### src/rtl/ivm_pkg.sv
package ivm_pkg;
  localparam logic [1:0] POL_ABORT   = 2'd0;
  localparam logic [1:0] POL_REPLACE = 2'd1;
  localparam logic [1:0] POL_SUBST   = 2'd2;

  typedef struct packed {
    logic loadPending;
    logic selSubst;
    logic clearPending;
    logic setErr;
  } ctrl_strobe_t;
endpackage

### src/rtl/ivm_table.sv
module ivm_table #(
  parameter int VAL_W = 8,
  parameter int VEC_W = 8,
  parameter int DEPTH = 8,
  localparam int IDX_W = (DEPTH > 1) ? $clog2(DEPTH) : 1
) (
  input  logic             clk,
  input  logic             rstN,
  input  logic             wrEn,
  input  logic [IDX_W-1:0] wrIdx,
  input  logic [VAL_W-1:0] wrKey,
  input  logic [VEC_W-1:0] wrVec,
  input  logic [VAL_W-1:0] lookKey,
  output logic             hit,
  output logic [VEC_W-1:0] hitVec
);
  logic [VAL_W-1:0] keyQ [DEPTH];
  logic [VEC_W-1:0] vecQ [DEPTH];
  logic [DEPTH-1:0] live;
  logic [DEPTH-1:0] match;

  always_ff @(posedge clk or negedge rstN) begin
    if (!rstN) begin
      for (int i = 0; i < DEPTH; i++) begin
        keyQ[i] <= '0;
        vecQ[i] <= '0;
      end
    end else if (wrEn) begin
      for (int i = 0; i < DEPTH; i++) begin
        if (wrIdx == IDX_W'(i)) begin
          keyQ[i] <= wrKey;
          vecQ[i] <= wrVec;
        end
      end
    end
  end

  // An entry is searched only if no earlier entry holds the zero terminator.
  generate
    for (genvar i = 0; i < DEPTH; i++) begin : g_entry
      if (i == 0) begin : g_first
        assign live[i] = (keyQ[i] != '0);
      end else begin : g_rest
        assign live[i] = live[i-1] && (keyQ[i] != '0);
      end
      assign match[i] = live[i] && (keyQ[i] == lookKey);
    end
  endgenerate

  always_comb begin
    hit    = |match;
    hitVec = '0;
    for (int i = DEPTH - 1; i >= 0; i--) begin
      if (match[i]) hitVec = vecQ[i];
    end
  end
endmodule

### src/rtl/ivm_datapath.sv
module ivm_datapath
  import ivm_pkg::*;
#(
  parameter int VAL_W = 8,
  parameter int VEC_W = 8,
  parameter int DEPTH = 8,
  localparam int IDX_W = (DEPTH > 1) ? $clog2(DEPTH) : 1,
  localparam int CFG_ADDR_W = IDX_W + 1,
  localparam int CFG_DATA_W = VAL_W + VEC_W
) (
  input  logic                  clk,
  input  logic                  rstN,
  input  logic                  reqValid,
  input  logic [VAL_W-1:0]      reqValue,
  input  logic                  cfgWrEn,
  input  logic [CFG_ADDR_W-1:0] cfgAddr,
  input  logic [CFG_DATA_W-1:0] cfgWrData,
  input  ctrl_strobe_t          strobe,
  output logic                  evValid,
  output logic [VEC_W-1:0]      mappedVec,
  output logic                  mapMiss,
  output logic [VEC_W-1:0]      pendingVec,
  output logic [1:0]            policy,
  output logic                  cpuReq,
  output logic [VEC_W-1:0]      cpuVec
);
  logic             evValidQ;
  logic [VAL_W-1:0] evValueQ;
  logic [1:0]       policyQ;
  logic             xlateQ;
  logic [VEC_W-1:0] substQ;
  logic [VEC_W-1:0] pendingQ;
  logic [VEC_W-1:0] rawVec;
  logic [VEC_W-1:0] tblVec;
  logic             tblHit;
  logic             isCtrlSpace;
  logic             tblWr;
  logic             ctrlWr;
  logic             substWr;

  // Input stage: only nonzero values count as events.
  always_ff @(posedge clk or negedge rstN) begin
    if (!rstN) begin
      evValidQ <= 1'b0;
      evValueQ <= '0;
    end else begin
      evValidQ <= reqValid && (reqValue != '0);
      if (reqValid && (reqValue != '0)) evValueQ <= reqValue;
    end
  end

  // Configuration decode.
  assign isCtrlSpace = cfgAddr[CFG_ADDR_W-1];
  assign tblWr   = cfgWrEn && !isCtrlSpace;
  assign ctrlWr  = cfgWrEn && isCtrlSpace && (cfgAddr[IDX_W-1:0] == IDX_W'(0));
  assign substWr = cfgWrEn && isCtrlSpace && (cfgAddr[IDX_W-1:0] == IDX_W'(1));

  always_ff @(posedge clk or negedge rstN) begin
    if (!rstN) begin
      policyQ <= POL_ABORT;
      xlateQ  <= 1'b0;
      substQ  <= '0;
    end else begin
      if (ctrlWr) begin
        policyQ <= cfgWrData[1:0];
        xlateQ  <= cfgWrData[2];
      end
      if (substWr) substQ <= cfgWrData[VEC_W-1:0];
    end
  end

  ivm_table #(
    .VAL_W(VAL_W),
    .VEC_W(VEC_W),
    .DEPTH(DEPTH)
  ) u_table (
    .clk    (clk),
    .rstN   (rstN),
    .wrEn   (tblWr),
    .wrIdx  (cfgAddr[IDX_W-1:0]),
    .wrKey  (cfgWrData[CFG_DATA_W-1 -: VAL_W]),
    .wrVec  (cfgWrData[VEC_W-1:0]),
    .lookKey(evValueQ),
    .hit    (tblHit),
    .hitVec (tblVec)
  );

  generate
    if (VAL_W >= VEC_W) begin : g_rawTrunc
      assign rawVec = evValueQ[VEC_W-1:0];
    end else begin : g_rawPad
      assign rawVec = {{(VEC_W - VAL_W){1'b0}}, evValueQ};
    end
  endgenerate

  assign mappedVec = xlateQ ? tblVec : rawVec;
  assign mapMiss   = xlateQ && !tblHit;
  assign evValid   = evValidQ;
  assign policy    = policyQ;

  // Pending vector register.
  always_ff @(posedge clk or negedge rstN) begin
    if (!rstN) begin
      pendingQ <= '0;
    end else if (strobe.loadPending) begin
      pendingQ <= strobe.selSubst ? substQ : mappedVec;
    end else if (strobe.clearPending) begin
      pendingQ <= '0;
    end
  end

  assign pendingVec = pendingQ;
  assign cpuVec     = pendingQ;
  assign cpuReq     = (pendingQ != '0);
endmodule

### src/rtl/ivm_control.sv
module ivm_control
  import ivm_pkg::*;
#(
  parameter int VEC_W = 8
) (
  input  logic             clk,
  input  logic             rstN,
  input  logic             evValid,
  input  logic [VEC_W-1:0] mappedVec,
  input  logic             mapMiss,
  input  logic [VEC_W-1:0] pendingVec,
  input  logic [1:0]       policy,
  input  logic             cpuAck,
  output ctrl_strobe_t     strobe,
  output logic             errFatal
);
  logic ackTaken;
  logic busy;
  logic errQ;

  assign ackTaken = cpuAck && (pendingVec != '0);
  // Pending slot still occupied after this cycle's acknowledge.
  assign busy     = (pendingVec != '0) && !ackTaken;

  always_comb begin
    strobe              = '0;
    strobe.clearPending = ackTaken;
    if (evValid) begin
      if (mapMiss) begin
        strobe.setErr = 1'b1;
      end else if (mappedVec == '0) begin
        // Table entry mapping to vector zero: event dropped.
      end else if (!busy) begin
        strobe.loadPending = 1'b1;
      end else if (mappedVec == pendingVec) begin
        // Duplicate of the pending vector: discarded.
      end else begin
        case (policy)
          POL_REPLACE: strobe.loadPending = 1'b1;
          POL_SUBST: begin
            strobe.loadPending = 1'b1;
            strobe.selSubst    = 1'b1;
          end
          default: strobe.setErr = 1'b1;
        endcase
      end
    end
  end

  always_ff @(posedge clk or negedge rstN) begin
    if (!rstN) errQ <= 1'b0;
    else if (strobe.setErr) errQ <= 1'b1;
  end

  assign errFatal = errQ;
endmodule

### src/rtl/irq_vec_mapper.sv
module irq_vec_mapper
  import ivm_pkg::*;
#(
  parameter int VAL_W = 8,
  parameter int VEC_W = 8,
  parameter int DEPTH = 8,
  localparam int IDX_W = (DEPTH > 1) ? $clog2(DEPTH) : 1,
  localparam int CFG_ADDR_W = IDX_W + 1,
  localparam int CFG_DATA_W = VAL_W + VEC_W
) (
  input  logic                  clk,
  input  logic                  rstN,
  input  logic                  reqValid,
  input  logic [VAL_W-1:0]      reqValue,
  input  logic                  cfgWrEn,
  input  logic [CFG_ADDR_W-1:0] cfgAddr,
  input  logic [CFG_DATA_W-1:0] cfgWrData,
  input  logic                  cpuAck,
  output logic                  cpuReq,
  output logic [VEC_W-1:0]      cpuVec,
  output logic                  errFatal
);
  ctrl_strobe_t     strobe;
  logic             evValid;
  logic [VEC_W-1:0] mappedVec;
  logic             mapMiss;
  logic [VEC_W-1:0] pendingVec;
  logic [1:0]       policy;

  ivm_datapath #(
    .VAL_W(VAL_W),
    .VEC_W(VEC_W),
    .DEPTH(DEPTH)
  ) u_dp (
    .clk       (clk),
    .rstN      (rstN),
    .reqValid  (reqValid),
    .reqValue  (reqValue),
    .cfgWrEn   (cfgWrEn),
    .cfgAddr   (cfgAddr),
    .cfgWrData (cfgWrData),
    .strobe    (strobe),
    .evValid   (evValid),
    .mappedVec (mappedVec),
    .mapMiss   (mapMiss),
    .pendingVec(pendingVec),
    .policy    (policy),
    .cpuReq    (cpuReq),
    .cpuVec    (cpuVec)
  );

  ivm_control #(
    .VEC_W(VEC_W)
  ) u_ctrl (
    .clk       (clk),
    .rstN      (rstN),
    .evValid   (evValid),
    .mappedVec (mappedVec),
    .mapMiss   (mapMiss),
    .pendingVec(pendingVec),
    .policy    (policy),
    .cpuAck    (cpuAck),
    .strobe    (strobe),
    .errFatal  (errFatal)
  );
endmodule

### config.mk
export PLATFORM = sky130hd
export DESIGN_NAME = irq_vec_mapper
export DESIGN_NICKNAME = d
export VERILOG_FILES = /design/src/rtl/ivm_pkg.sv /design/src/rtl/ivm_table.sv /design/src/rtl/ivm_datapath.sv /design/src/rtl/ivm_control.sv /design/src/rtl/irq_vec_mapper.sv
export SDC_FILE = /design/constraint.sdc
export NUM_CORES = 1
export LEC_CHECK = 0
export ABC_AREA = 1
export ABC_CLOCK_PERIOD_IN_PS = 2640
export BUFFER_PORTS_ARGS = -buffer_cell sky130_fd_sc_hd__buf_4
export CAP_MARGIN = 40
export CELL_PAD_IN_SITES_DETAIL_PLACEMENT = 0
export CELL_PAD_IN_SITES_GLOBAL_PLACEMENT = 2
export CORE_ASPECT_RATIO = 1.2
export CORE_MARGIN = 4
export CORE_UTILIZATION = 30
export DETAILED_ROUTE_END_ITERATION = 10
export PLACE_DENSITY_LB_ADDON = 0.05
export SYNTH_ARGS = -nofsm -noshare
export SYNTH_HDL_FRONTEND = slang
export SYNTH_SLANG_ARGS = --single-unit
### constraint.sdc
create_clock -name clk -period 2.64 [get_ports clk]
set_clock_uncertainty 0.1 [all_clocks]
set_input_delay 0.132 -clock clk [delete_from_list [all_inputs] [get_ports clk]]
set_output_delay 0.132 -clock clk [all_outputs]
set_load 0.1 [all_outputs]
Yosys cells after proc, flatten, opt, wreduce, memory -nomap -nowiden
Cells that the tools add are included.
Widths: inputs -> output; s select.
{ "word_totals": {"register_bits": 157, "input_bits": 33, "output_inout_bits": 10, "elab_cells": 116} }
{ "op_classes": {"n_eq_ne": 18, "n_mux": 26, "n_reduce_logical": 49} }
{ "ops": {"columns": ["operator", "n"], "rows": [
  ["$mux 8", 12],
  ["$reduce_bool 8->1", 10],
  ["$eq 8x8->1", 9],
  ["$logic_and 1x1->1", 23],
  ["$reduce_and 2->1", 8],
  ["$eq 3x3->1 const B", 4],
  ["$mux 1", 10],
  ["$logic_not 8->1", 1],
  ["$mux 2", 4],
  ["$reduce_or 8->1", 1],
  ["$eq 3x2->1 const B", 2],
  ["$eq 3x1->1 const B", 1],
  ["$logic_not 1->1", 3],
  ["$logic_not 3->1", 1],
  ["$eq 2x1->1 const B", 1],
  ["$eq 2x2->1 const B", 1],
  ["$reduce_bool 2->1", 1],
  ["$reduce_or 2->1", 1]
]} }

Depth between registers and ports, before layout
{ "depth": {"word_depth": 26, "mapped_depth": 27} }

Modules after synthesis
From an unflattened synthesis, not the netlist that was laid out.
{ "hier_totals": {"hier_cells": 1074, "area_unflattened_um2": 8393.0} }
{ "modules_own_cells": {"columns": ["module", "instances", "cells_each", "area_each_um2", "seq_area_each_um2"], "rows": [
  ["ivm_table", 1, 827, 6617.6, 3203.1],
  ["ivm_datapath", 1, 176, 1442.6, 700.7],
  ["ivm_control", 1, 71, 332.8, 25.0]
]} }

Least setup slack after synthesis
OpenSTA, ideal clock, no wires.
{ "synth_timing": {"path_kind": "register -> register", "from": "register u_dp.pendingQ[1] (netlist: u_dp.cpuVec[1])", "to": "register u_dp.pendingQ[1] (netlist: u_dp.cpuVec[1])", "setup_time_ns": 0.121, "t_arrival_ns": 2.691, "t_required_ns": 2.419, "setup_slack_ns": -0.272, "stages_incl_launch_ff": 10, "period_less_slack_ns": 2.912, "path_cell_list": "dfrtp_1 nor4_1 nand2_1 inv_1 nor3b_1 nor2_4 nand2_4 inv_6 nand3_2 nand2_1"} }
{ "synth_between": {"elab_chain_cells": 10, "word_cells_on_any_way": 14, "cone_classes": "eq/ne: 1; mux: 8; reduce/logical: 5"} }
{ "synth_rtl": {"columns": ["element", "line", "text"], "rows": [
  ["from (decl)", "ivm_datapath.sv:32", "logic [VEC_W-1:0] pendingQ;"],
  ["from (signal assigned)", "ivm_datapath.sv:106", "pendingQ <= strobe.selSubst ? substQ : mappedVec;"],
  ["$reduce_bool 8->1 *", null, null],
  ["net cpuReq", "irq_vec_mapper.sv:19", "output logic cpuReq,"],
  ["$logic_and 1x1->1", "ivm_control.sv:21", "assign ackTaken = cpuAck && (pendingVec != '0);"],
  ["$logic_not 1->1", "ivm_control.sv:23", "assign busy = (pendingVec != '0) && !ackTaken;"],
  ["$logic_and 1x1->1", "ivm_control.sv:23", null],
  ["$mux 1", "ivm_control.sv:33", "end else if (!busy) begin"],
  ["$mux 2", "ivm_control.sv:31", "end else if (mappedVec == '0) begin"],
  ["$mux 2", "ivm_control.sv:29", "if (mapMiss) begin"],
  ["$mux 2", "ivm_control.sv:28", "if (evValid) begin"],
  ["$mux 8", "ivm_datapath.sv:106", null],
  ["$mux 8", "ivm_datapath.sv:105", "end else if (strobe.loadPending) begin"]
]} }
The timed path passes the listed nets; every way through them passes the cells marked *.
A chain may end at the register's enable or synchronous reset.

Final worst setup path
{ "layout_timing": {"from": "register u_dp.evValueQ[2]", "to": "register u_dp.pendingQ[4] (netlist: u_dp.cpuVec[4])"} }
{ "layout_between": {"elab_chain_cells": 19, "word_cells_on_any_way": 39, "cone_classes": "eq/ne: 9; mux: 17; reduce/logical: 13"} }
{ "layout_rtl": {"columns": ["element", "line", "text"], "rows": [
  ["from (decl)", "ivm_datapath.sv:28", "logic [VAL_W-1:0] evValueQ;"],
  ["from (signal assigned)", "ivm_datapath.sv:48", "if (reqValid && (reqValue != '0)) evValueQ <= reqValue;"],
  ["$eq 8x8->1", "ivm_table.sv:46", "assign match[i] = live[i] && (keyQ[i] == lookKey);"],
  ["$logic_and 1x1->1", "ivm_table.sv:46", null],
  ["$mux 8 (8 in series)", "ivm_table.sv:54", "if (match[i]) hitVec = vecQ[i];"],
  ["$mux 8", "ivm_datapath.sv:96", "assign mappedVec = xlateQ ? tblVec : rawVec;"],
  ["$eq 8x8->1", "ivm_control.sv:35", "end else if (mappedVec == pendingVec) begin"],
  ["$mux 2", "ivm_control.sv:35", null],
  ["$mux 1", "ivm_control.sv:33", null],
  ["$mux 2", "ivm_control.sv:31", null],
  ["$mux 2", "ivm_control.sv:29", null],
  ["$mux 2", "ivm_control.sv:28", null],
  ["$mux 8", "ivm_datapath.sv:106", null],
  ["$mux 8", "ivm_datapath.sv:105", null]
]} }
Several ways; a longest one is shown, not always the timed one.

==> qor.yml <==
nFillCells: 2845
syn2layout_area_growth_pct: 33.81
tightestPinTransition_ns: 0.6126
firstDrtPassIters: 4
grt_max_degree: 61
fmax_ghz: 0.3179
end_kind: "register"
insertedDiodeCount: 0
hp-class: "in -> reg"
synth_edf_count: 0
power_density_nw_per_um2: 751.7
hold_violations: 0
grt.total_usage_pct: 18.88
path_class: "reg -> reg"
route.detailed.drc: 0
post-synth-top-area-fraction_pct: 47.18
worst-path-max-fanout: 8
first_global_vias: 7570
r2r-end: "u_dp.cpuVec[4]"
io_buffers: 42
dieArea_um2: 30500
vias: 7273
ys_types: 39
cp.required_ns: 2.87
violations: "setup timing"
r2r_start: "u_dp.evValueQ[2]"
finalSetupViolations: 9
syn_nets: 1081
ys_seq_elements: 157
holdPathStages: 3
synth.most_common_cell: "nand2_1"
fp.dieW_um: 160.1
htree_levels: 4
fin_ws_ns: -0.5057
fin_tns_setup_ns: -4.481
clk_path_buf_depth: 2
synth_cells: 1047
synthArstFlopShare_pct: 100.0
drive_gt1_share_pct: 27.74
post_dp_cell_area_um2: 9817
cts.sinks: 157
rsz0062_at_grt: "true"
root_buffer: "clkbuf_16"
power_leakage_nw: 5.562
startpoint_type: "register"
min_period_over_period_pct: 119.2
slew-limit-headroom_pct: 59.07
ys_seq_area_share_pct: 47.18
synth_ff_type: "dfrtp_1"
io_pins: 43
stdcell_area_um2: 11140
ir_worst_vdd_uv: 277.6
clk_pin_slew_ns: 0.07
drt_iter0_markers: 351
grt-ovfl-total: 0
yosysTopAreaCell: "dfrtp_1"
outcome: "complete, but fails checks"
regArea_um2: 3936
min_from: "cfgWrData[12]"
maxSlewViolCount: 0
grt_pass1_wl_um: 43990
synth_area_um2: 8327
clk_latency_ns: 0.43
cts_tree: "built"
gp_congestion: 0.7604
whs_endpoint: "u_dp.u_table.keyQ[60]"
finalCriticalPeriod_ns: 3.146
ys_warn_count: 0
die_h_um: 190.5
core_um2: 27250
antenna_found_initial: 0
num_rows: 66
avgSynthCellArea_um2: 7.953
cap_violations: 0
wl_per_cell_um: 17.39
synth_common_cells: "nand2_1, dfrtp_1, o21ai_0"
numCtsBuffers: 17
dp.final_hpwl_um: 19980
cp.arrival_ns: 3.37
start_util_pct: 30.56
r2r_slack_ns: -0.51
detail-route-antenna-nets: 0
multi_input_comb_area_um2: 4045
ys_top_cells_by_area: "dfrtp_1, nand2_1, o21ai_0"
routed_wl_um: 27670
vias_per_cell: 4.571
fin_nets: 1272
reg2reg_depth: 26
-- registers in the layout, summed over array words and instances (netlist names) --
name,cells
u_dp.u_table.keyQ,64
u_dp.policy,2
u_dp.cpuVec,8
u_dp.evValueQ,8
u_dp.substQ,8
u_ctrl.errFatal,1
u_dp.xlateQ,1
u_dp.u_table.vecQ,64
u_dp.evValid,1
-- worst max path at each step --
stage	endpoint	startpoint	slack, ns	cells past startpoint
3_3_place_gp	u_ctrl.errFatal	u_dp.evValueQ[3]	-0.73	24
5_1_grt	u_dp.cpuVec[5]	u_dp.evValueQ[4]	-0.74	26
2_1_floorplan	u_dp.cpuVec[1]	u_dp.evValueQ[0]	0.0003	25
3_5_place_dp	u_ctrl.errFatal	u_dp.evValueQ[3]	-0.72	24
4_1_cts	u_dp.cpuVec[2]	u_dp.evValueQ[6]	-0.53	25
6_report	u_dp.cpuVec[4]	u_dp.evValueQ[2]	-0.51	26
-- per-stage QoR --
| stage | power [W] | setup WS (ns) | utilization (%) | hold WS (ns) | cells |
|---|---|---|---|---|---|
| finish | 0.008376 | -0.5057 | 40.89 | 0.05286 | 1591 |
| global route | 0.008933 | -0.7373 | 40.89 | 0.05799 | 1591 |
| CTS | 0.008416 | -0.5292 | 39.84 | 0.05880 | 1576 |
| detailed placement | 0.005846 | -0.7238 | 36.02 | 0.03522 | 1510 |
| global placement | 0.005844 | -0.7287 | 36.02 | 0.03573 | 1510 |
| floorplan | 0.004822 | 0.0002587 | - | -0.2636 | 1047 |
-- power by group --
part           switching [W]  internal, W
Clock                0.00110      0.00131
Sequential          0.000378      0.00289
Combinational        0.00160      0.00109
Total                0.00308      0.00530
-- cell usage in the layout (no fill, tap or decap), types with 2 or more instances in the layout --
| cell | count |
|---|---|
| nor2_1 | 39 |
| inv_6 | 6 |
| nand2_4 | 7 |
| inv_8 | 2 |
| o21ai_0 | 151 |
| clkinvlp_4 | 3 |
| nand2_2 | 38 |
| nand3_4 | 5 |
| or2_2 | 4 |
| nor2_8 | 3 |
| nor4_2 | 4 |
| nor4_1 | 10 |
| buf_12 | 9 |
| nor2_2 | 5 |
| a21oi_1 | 9 |
| clkinv_2 | 5 |
| nand4_1 | 21 |
| dfrtp_1 | 151 |
| buf_4 | 168 |
| xnor2_1 | 14 |
| inv_1 | 90 |
| nand3b_1 | 2 |
| xor2_1 | 35 |
| o21ai_1 | 4 |
| buf_6 | 10 |
| inv_2 | 12 |
| dlygate4sd3_1 | 18 |
| nor2_4 | 7 |
| nand2_1 | 327 |
| clkbuf_16 | 18 |
| or2_1 | 3 |
| nand3_1 | 25 |
| dfrtp_2 | 6 |
| nor3_1 | 2 |
| nand3_2 | 24 |
-- layer usage --
metal | track usage [%] | up-vias | share of wire [%]
li1 | - | 3737 | -
met1 | 23.15 | 3441 | 44
met2 | 34.89 | 79 | 52
met3 | 2.530 | 16 | 1.7
met4 | 4.899 | 0 | 1.6
met5 | 0 | - | 0
-- cell type report --
cell class | instances | area share (%)
clock buffer | 17 | 3.818
clock inverter | 15 | 1.224
inverter | 106 | 3.717
multi-input combinational | 750 | 36.31
sequential | 157 | 35.33
tap | 340 | 3.818
timing repair buffer | 206 | 15.79
-- critical path, stage by stage (launching register included) --
cell and delay, ns:
dfrtp_2 0.44, buf_12 0.15, xor2_1 0.13, nor2_1 0.15, nand4_1 0.21, nor2_4 0.17, buf_12 0.13, nor2_8 0.05
buf_4 0.13, nand3_2 0.04, nand2_1 0.05, nand2_1 0.05, nand2_1 0.06, nand2_2 0.10, nand2_2 0.06, nand2_2 0.06
nand2_2 0.05, nand2_2 0.09, nand2_2 0.05, nor2_2 0.13, nand2_2 0.09, nand2_4 0.14, nor2_4 0.07, nand2_4 0.15
inv_8 0.06, nand3_2 0.05, nand2_1 0.04
-- repair_timing --
item	4_1_cts	5_1_grt
hold endpoints to repair	74	0
buffers inserted	14	14
pin swaps	13	28
hold buffers	18	0
endpoints found under the setup margin	9	9
gates resized for setup	33	37
gates cloned	2	1
-- cell families (layout without fill, tap and decap cells) --
group	after synthesis	in the layout	synth area share [%]
fa+ha+maj	1	1	0.1502
buf+inv	142	344	6.987
simple gates	530	532	30.28
mux	1	1	0.1202
flops	157	157	47.18
xor+xnor	51	51	5.364
compound gates	165	165	9.917
Note: power is estimated with default switching activity, not from simulation.
